===== src/rtl/blit_pkg.sv =====
// Shared definitions for the rectangle copy engine.
// Assumes: the direction code is three bits wide and bit 1 is unused.
package blit_pkg;
    localparam int SGN_W       = 3;
    localparam int SGN_RTL_BIT = 0;
    localparam int SGN_UP_BIT  = 2;

    typedef enum logic [1:0] {
        WALK_IDLE  = 2'd0,
        WALK_RUN   = 2'd1,
        WALK_DRAIN = 2'd2
    } walk_state_t;
endpackage


===== src/rtl/blit_setup.sv =====
// Command decode: picks the overlap-safe walk order and derives the first
// source and target addresses, the signed row step and the packed span.
// Assumes: all inputs are held stable in the cycle start is sampled.
module blit_setup
    import blit_pkg::*;
#(
    parameter int AW = 20,
    parameter int CW = 12,
    parameter int PW = 12,
    parameter int HW = 16
) (
    input  logic [CW-1:0]    src_left,
    input  logic [CW-1:0]    src_top,
    input  logic [CW-1:0]    dst_left,
    input  logic [CW-1:0]    dst_top,
    input  logic [CW-1:0]    width,
    input  logic [CW-1:0]    height,
    input  logic [PW-1:0]    pitch,
    input  logic [AW-1:0]    origin,
    output logic             rtl,
    output logic [SGN_W-1:0] sign,
    output logic [AW-1:0]    src_first,
    output logic [AW-1:0]    dst_first,
    output logic [AW-1:0]    step,
    output logic [2*HW-1:0]  span
);
    localparam int RW = CW + 1;

    logic          up;
    logic [RW-1:0] src_row0;
    logic [RW-1:0] dst_row0;
    logic [AW-1:0] src_start;
    logic [AW-1:0] dst_start;
    logic [AW-1:0] pitch_a;
    logic [AW-1:0] back_off;
    logic [RW-1:0] right_edge;

    // Direction choice: walk away from the side the target lies on.
    always_comb begin
        up  = (dst_top > src_top);
        rtl = (dst_left > src_left);
        sign = '0;
        sign[SGN_UP_BIT]  = up;
        sign[SGN_RTL_BIT] = rtl;
    end

    // First row: top row for downward walks, bottom row for upward walks.
    always_comb begin
        src_row0 = up ? (RW'(src_top) + RW'(height)) : RW'(src_top);
        dst_row0 = up ? (RW'(dst_top) + RW'(height)) : RW'(dst_top);
    end

    // Row start addresses and signed line step.
    always_comb begin
        pitch_a   = AW'(pitch);
        src_start = AW'(src_left) + pitch_a * AW'(src_row0) + origin;
        dst_start = AW'(dst_left) + pitch_a * AW'(dst_row0) + origin;
        step      = up ? (AW'(0) - pitch_a) : pitch_a;
    end

    // Right-to-left walks begin at the row end (start + width) minus one.
    always_comb begin
        back_off  = rtl ? (AW'(width) - AW'(1)) : AW'(0);
        src_first = src_start + back_off;
        dst_first = dst_start + back_off;
    end

    // Packed target bounds: right edge in the upper half, left edge below.
    always_comb begin
        right_edge = RW'(dst_left) + RW'(width);
        span = {HW'(right_edge), HW'(dst_left)};
    end
endmodule


===== src/rtl/blit_walker.sv =====
// Address walker: steps one pixel per clock through the rectangle in the
// chosen order, issues reads, and carries each target address one stage
// so that the write lines up with the returning read data.
// Assumes: memory read latency of exactly one cycle.
module blit_walker
    import blit_pkg::*;
#(
    parameter int AW = 20,
    parameter int CW = 12
) (
    input  logic          clk,
    input  logic          rst_n,
    input  logic          start,
    input  logic [CW-1:0] width,
    input  logic [CW-1:0] height,
    input  logic          rtl,
    input  logic [AW-1:0] src_first,
    input  logic [AW-1:0] dst_first,
    input  logic [AW-1:0] step,
    output logic          accept,
    output logic          busy,
    output logic          rd_en,
    output logic [AW-1:0] rd_addr,
    output logic          pend_valid,
    output logic [AW-1:0] pend_addr
);
    walk_state_t   state;
    logic [AW-1:0] src_base;
    logic [AW-1:0] dst_base;
    logic [AW-1:0] src_ptr;
    logic [AW-1:0] dst_ptr;
    logic [AW-1:0] step_q;
    logic [CW-1:0] col_left;
    logic [CW-1:0] rows_left;
    logic [CW-1:0] last_col;
    logic          rtl_q;
    logic          row_done;
    logic [AW-1:0] hstep;

    // Handshake and strobes derived from the state register.
    always_comb begin
        accept   = start && (state == WALK_IDLE);
        busy     = (state != WALK_IDLE);
        rd_en    = (state == WALK_RUN);
        rd_addr  = src_ptr;
        row_done = (col_left == '0);
        hstep    = rtl_q ? {AW{1'b1}} : AW'(1);
    end

    // Walk state, pointers and row/column counters.
    always_ff @(posedge clk) begin
        if (!rst_n) begin
            state     <= WALK_IDLE;
            src_base  <= '0;
            dst_base  <= '0;
            src_ptr   <= '0;
            dst_ptr   <= '0;
            step_q    <= '0;
            col_left  <= '0;
            rows_left <= '0;
            last_col  <= '0;
            rtl_q     <= 1'b0;
        end else begin
            case (state)
                WALK_IDLE: begin
                    if (accept) begin
                        state     <= (width == '0) ? WALK_DRAIN : WALK_RUN;
                        src_base  <= src_first;
                        dst_base  <= dst_first;
                        src_ptr   <= src_first;
                        dst_ptr   <= dst_first;
                        step_q    <= step;
                        col_left  <= width - CW'(1);
                        last_col  <= width - CW'(1);
                        rows_left <= height;
                        rtl_q     <= rtl;
                    end
                end
                WALK_RUN: begin
                    if (row_done) begin
                        if (rows_left == '0) begin
                            state <= WALK_DRAIN;
                        end else begin
                            rows_left <= rows_left - CW'(1);
                            col_left  <= last_col;
                            src_base  <= src_base + step_q;
                            dst_base  <= dst_base + step_q;
                            src_ptr   <= src_base + step_q;
                            dst_ptr   <= dst_base + step_q;
                        end
                    end else begin
                        col_left <= col_left - CW'(1);
                        src_ptr  <= src_ptr + hstep;
                        dst_ptr  <= dst_ptr + hstep;
                    end
                end
                WALK_DRAIN: begin
                    state <= WALK_IDLE;
                end
                default: begin
                    state <= WALK_IDLE;
                end
            endcase
        end
    end

    // One-stage carry of the target address alongside the read in flight.
    always_ff @(posedge clk) begin
        if (!rst_n) begin
            pend_valid <= 1'b0;
            pend_addr  <= '0;
        end else begin
            pend_valid <= (state == WALK_RUN);
            pend_addr  <= dst_ptr;
        end
    end
endmodule


===== src/rtl/blit_keyfilt.sv =====
// Write stage: forwards returning read data to the target address and
// suppresses the write when key mode is on and the pixel equals the key.
// Assumes: key settings are latched for the whole copy.
module blit_keyfilt #(
    parameter int AW = 20,
    parameter int DW = 16
) (
    input  logic          pend_valid,
    input  logic [AW-1:0] pend_addr,
    input  logic [DW-1:0] rd_data,
    input  logic          key_on,
    input  logic [DW-1:0] key_val,
    output logic          wr_en,
    output logic [AW-1:0] wr_addr,
    output logic [DW-1:0] wr_data
);
    logic keyed;

    // Key match and gated write strobe.
    always_comb begin
        keyed   = key_on && (rd_data == key_val);
        wr_en   = pend_valid && !keyed;
        wr_addr = pend_addr;
        wr_data = rd_data;
    end
endmodule


===== src/rtl/blit_engine.sv =====
// Top level of the overlap-safe rectangle copy engine. Decodes a command,
// latches its direction, span and key settings on acceptance, and runs the
// walker and write stage against a synchronous one-port-each memory.
// Assumes: memory returns read data one cycle after mem_rd_en.
module blit_engine
    import blit_pkg::*;
#(
    parameter int AW = 20,
    parameter int CW = 12,
    parameter int PW = 12,
    parameter int DW = 16,
    parameter int HW = 16
) (
    input  logic             clk,
    input  logic             rst_n,
    input  logic             start,
    input  logic [CW-1:0]    src_left,
    input  logic [CW-1:0]    src_top,
    input  logic [CW-1:0]    dst_left,
    input  logic [CW-1:0]    dst_top,
    input  logic [CW-1:0]    width,
    input  logic [CW-1:0]    height,
    input  logic [PW-1:0]    pitch,
    input  logic [AW-1:0]    origin,
    input  logic             key_en,
    input  logic [DW-1:0]    key_color,
    output logic             busy,
    output logic [2:0]       sign_code,
    output logic [2*HW-1:0]  dst_span,
    output logic             mem_rd_en,
    output logic [AW-1:0]    mem_rd_addr,
    input  logic [DW-1:0]    mem_rd_data,
    output logic             mem_wr_en,
    output logic [AW-1:0]    mem_wr_addr,
    output logic [DW-1:0]    mem_wr_data
);
    logic             set_rtl;
    logic [SGN_W-1:0] set_sign;
    logic [AW-1:0]    set_src;
    logic [AW-1:0]    set_dst;
    logic [AW-1:0]    set_step;
    logic [2*HW-1:0]  set_span;
    logic             accept;
    logic             pend_valid;
    logic [AW-1:0]    pend_addr;
    logic             key_en_q;
    logic [DW-1:0]    key_q;
    logic [SGN_W-1:0] sign_q;
    logic [2*HW-1:0]  span_q;

    blit_setup #(.AW(AW), .CW(CW), .PW(PW), .HW(HW)) u_setup (
        .src_left  (src_left),
        .src_top   (src_top),
        .dst_left  (dst_left),
        .dst_top   (dst_top),
        .width     (width),
        .height    (height),
        .pitch     (pitch),
        .origin    (origin),
        .rtl       (set_rtl),
        .sign      (set_sign),
        .src_first (set_src),
        .dst_first (set_dst),
        .step      (set_step),
        .span      (set_span)
    );

    blit_walker #(.AW(AW), .CW(CW)) u_walker (
        .clk        (clk),
        .rst_n      (rst_n),
        .start      (start),
        .width      (width),
        .height     (height),
        .rtl        (set_rtl),
        .src_first  (set_src),
        .dst_first  (set_dst),
        .step       (set_step),
        .accept     (accept),
        .busy       (busy),
        .rd_en      (mem_rd_en),
        .rd_addr    (mem_rd_addr),
        .pend_valid (pend_valid),
        .pend_addr  (pend_addr)
    );

    blit_keyfilt #(.AW(AW), .DW(DW)) u_keyfilt (
        .pend_valid (pend_valid),
        .pend_addr  (pend_addr),
        .rd_data    (mem_rd_data),
        .key_on     (key_en_q),
        .key_val    (key_q),
        .wr_en      (mem_wr_en),
        .wr_addr    (mem_wr_addr),
        .wr_data    (mem_wr_data)
    );

    // Command latch: direction, span and key settings held per copy.
    always_ff @(posedge clk) begin
        if (!rst_n) begin
            sign_q   <= '0;
            span_q   <= '0;
            key_en_q <= 1'b0;
            key_q    <= '0;
        end else if (accept) begin
            sign_q   <= set_sign;
            span_q   <= set_span;
            key_en_q <= key_en;
            key_q    <= key_color;
        end
    end

    // Status outputs.
    always_comb begin
        sign_code = sign_q;
        dst_span  = span_q;
    end
endmodule


===== config.mk =====
export PLATFORM = sky130hd
export DESIGN_NAME = blit_engine
export DESIGN_NICKNAME = d
export VERILOG_FILES = /design/src/rtl/blit_pkg.sv /design/src/rtl/blit_setup.sv /design/src/rtl/blit_walker.sv /design/src/rtl/blit_keyfilt.sv /design/src/rtl/blit_engine.sv
export SDC_FILE = /design/constraint.sdc
export NUM_CORES = 2
export LEC_CHECK = 0
export BUFFER_PORTS_ARGS = -buffer_cell sky130_fd_sc_hd__buf_2
export CAP_MARGIN = 20
export CELL_PAD_IN_SITES_DETAIL_PLACEMENT = 0
export CELL_PAD_IN_SITES_GLOBAL_PLACEMENT = 1
export CORE_MARGIN = 2
export CORE_UTILIZATION = 44
export DETAILED_ROUTE_END_ITERATION = 10
export MAX_ROUTING_LAYER = met4
export PLACE_DENSITY_LB_ADDON = 0.15
export SYNTH_ARGS = -nofsm -noshare
export SYNTH_HDL_FRONTEND = slang
export SYNTH_HIERARCHICAL = 1
export SYNTH_SLANG_ARGS = --single-unit

===== constraint.sdc =====
create_clock -name clk -period 23.8 [get_ports clk]
set_input_delay 2.38 -clock clk [delete_from_list [all_inputs] [get_ports clk]]
set_output_delay 2.38 -clock clk [all_outputs]
set_load 0.01 [all_outputs]

==> out/qor.yml <==
status:
  result_of_the_run: "finished, final reports clean"
synthesis:
  yosysUniqueCellTypes: 88
  mean_cell_area_of_the_mapped_netlist_sq_um: 8.21
  synth.yosys.warnings: 6
  async_reset_ff_frac: 0
  post_synth_xor_area_fraction: 0.0633
  main_combinational_cell_family_by_area_after_synthesis: "adder cells"
  seq_area_frac_synth: 0.153
  post_synthesis_instance_area_sq_um: 27800
  synth-edff-count: 0
  synth.area.mux_share: 0.0285
  yosys_register_bits: 212
  synth-adder-area-share: 0.328
  postSynthCellCount: 3381
  dominantRegCellSynth: "sky130_fd_sc_hd__dfxtp_1"
  synth-simple-area-share: 0.176
  synth_compound_area_frac: 0.145
detailed_routing:
  avgRoutedWirePerCell_um: 20.8
  routed-via-count: 23300
  route.detailed.drc: 0
  detailedRoute.firstPassIterationCount: 5
  antenna_violating_nets_post_route: 0
  routed_via_density: 5.36
  wirelength_mm: 90.2
  initialDrtViolationCount: 1462
sta:
  post-route-period-util: 0.452
  final-max-slew-violation-count: 0
  timing.max_slew.rel_slack: 0.208
  fin_setup_tns_ns: 0
  layout_min_cycle_time_ns: 10.76
  finalSetupViolations: 0
  hold_violations: 0
  clock_skew_ns: 0.0304
  worstMarginPinSlew_ns: 1.16
  setup_repair_after_global_routing_missed_its_margin: "no"
  max_clock_freq_ghz: 0.0929
grt:
  grt_antenna_before_repair: 2
  grt.total_usage: 0.288
  grt_overflow: 0
  grt_pass1_wl_mm: 140
  grt_pass1_vias: 23700
  grt_start_max_net_pins: 66
cts:
  post_cts_resize_count: 0
  clkSlewWorstSetupHoldPaths_ns: 0.06
  cts_setup_buffers: 0
  max-clock-path-buffers: 3
  ctsHoldBuffers: 0
  cts.root.buffer_cell: "sky130_fd_sc_hd__clkbuf_16"
  tritoncts: "built"
  cts_buffers: 26
  insertion_delay_ns: 0.56
  cts_sinks: 212
  cts_htree_levels: 1
hold_path:
  timing.hold.worst.class: "flop to flop"
critical_path:
  worstSetupPathType: "input pin to flop"
  critical_path.top_delay_family: "adder cells"
  timing.critical_path.buf_inv: 8
  critical_path_peak_fanout: 44
  worst_setup_path_end_kind: "flop"
  timing.critical_path.slowest_cell_delay_ns: 0.52
  critical_path.startpoint_type: "input pin"
  cp_slowest_cell: "sky130_fd_sc_hd__fa_1"
  timing.critical_path.arrival_ns: 11.25
  worst_ep_required_time_ns: 24.29
place:
  numPortBuffers: 233
  dp_hpwl_mm: 72.1
  global_placer_s_final_weighted_congestion: 0.914
floorplan:
  starting_density_of_the_core: 0.443
  floorplan.die.height_um: 255
  core_sq_um: 62700
  fp.dieW_um: 255
  placementRows: 92
  dieArea_sq_um: 65100
  ioPinCount: 234
layout:
  final_layout_size_suffix_gt1_frac: 0.102
  fill_cells: 6207
  area_growth_pct: 8.45
  final_net_count: 4159
run:
  max_cap_viol_count: 0
## through the flow
stage	instances	setup WS (ns)	area [sq um]	hold slack (ns)	utilization
2_1_floorplan	3388	13.48	27800	0.414	-
3_3_place_gp	4288	12.35	29100	0.436	0.464
3_5_place_dp	4289	12.43	29100	0.451	0.465
4_1_cts	4337	13.02	30100	0.459	0.480
5_1_grt	4340	12.60	30100	0.473	0.480
6_report	4340	13.04	30100	0.459	0.480
## worst min-delay path, stage by stage, from the launching register on
cell and delay, ns:
sky130_fd_sc_hd__dfxtp_1 0.31, sky130_fd_sc_hd__nand2_1 0.05, sky130_fd_sc_hd__a21oi_1 0.05
## cell type report
class,count,area [sq um],share of cell area
Tap cell,846,1060,0.0351
Inverter,487,1830,0.0608
Antenna cell,2,5.00,0.000166
Timing Repair Buffer,263,1390,0.0462
Clock inverter,10,174,0.00578
Clock buffer,38,786,0.0261
Sequential cell,212,4240,0.141
Multi-Input combinational cell,2482,20600,0.685
## sequential cells by signal, indices dropped and copies added, names as in the netlist, 3 cells and up
signal,flops
u_walker/last_col,12
u_walker/step_q,20
u_walker/col_left,12
u_walker/pend_addr,20
u_walker/rows_left,12
u_walker/dst_base,20
u_walker/rd_addr,20
dst_span,32
u_walker/dst_ptr,20
key_q,16
u_walker/src_base,20
sign_code,3
## layer usage
layer	up-vias	routed length (um)	share of wire	global-route usage
met4	0	3090	0.034	0.0901
met3	111	3740	0.041	0.0221
li1	11200	-	-	-
met5	-	0	0	-
met1	11400	40300	0.45	0.373
met2	550	43100	0.48	0.481
## layout by cell type (no fill, tap or decap), drive strengths merged, types with 17 or more instances in the layout
cell / Yosys / routed
nand2b: 37 / 37
and3: 17 / 17
a21oi: 205 / 205
a211oi: 45 / 45
xor2: 49 / 49
clkbuf: 112 / 39
mux2i: 63 / 63
nand3: 39 / 39
and2: 133 / 133
a21o: 41 / 41
inv: 483 / 486
nand2: 355 / 355
nor2: 215 / 215
dfxtp: 212 / 212
o211ai: 35 / 35
buf: 95 / 262
a31oi: 21 / 21
fa: 301 / 301
nor2b: 81 / 81
nand4: 19 / 19
xnor2: 143 / 143
nor4: 19 / 19
ha: 246 / 246
o21a: 23 / 23
nor3: 58 / 58
o21ai: 146 / 146
## worst paths after layout
check,slack [ns],startpoint,cells past startpoint,to
worst min-delay path,0.46,u_walker/src_base[8],2,u_walker/src_base[8]
worst max register to register,19.73,u_walker/rtl_q,11,u_walker/dst_ptr[18]
worst max-delay path,13.04,dst_top[5],35,u_walker/dst_base[19]
worst min register to register,0.46,u_walker/src_base[8],2,u_walker/src_base[8]
## cells by family (layout without fill, tap and decap cells)
group / after synthesis / in the layout
fa+ha+maj: 547 / 547
compound gates: 639 / 639
other cells: 1 / 10
xor+xnor: 195 / 195
buf+inv: 694 / 798
flops: 212 / 212
simple gates: 1016 / 1016
mux: 77 / 77
## Yosys cell counts, drive strengths merged, types with 14 or more instances
master / count / area [sq um]
inv: 483 / 1810
nand2: 355 / 1330
fa: 301 / 6030
ha: 246 / 3080
nor2: 215 / 817
dfxtp: 212 / 4240
a21oi: 205 / 1030
o21ai: 146 / 731
xnor2: 143 / 1260
and2: 133 / 832
clkbuf: 112 / 420
buf: 95 / 694
nor2b: 81 / 507
mux2i: 63 / 634
nor3: 58 / 295
xor2: 49 / 429
a211oi: 45 / 343
a21o: 41 / 308
nand3: 39 / 195
nand2b: 37 / 231
o211ai: 35 / 263
o21a: 23 / 173
a31oi: 21 / 131
nand4: 19 / 119
nor4: 19 / 149
and3: 17 / 106
or3: 15 / 93.8
mux2: 14 / 158
o21bai: 14 / 105
Power is not shown: default switching activity piles up to over one toggle a cycle in this logic, so the estimate is an artifact.
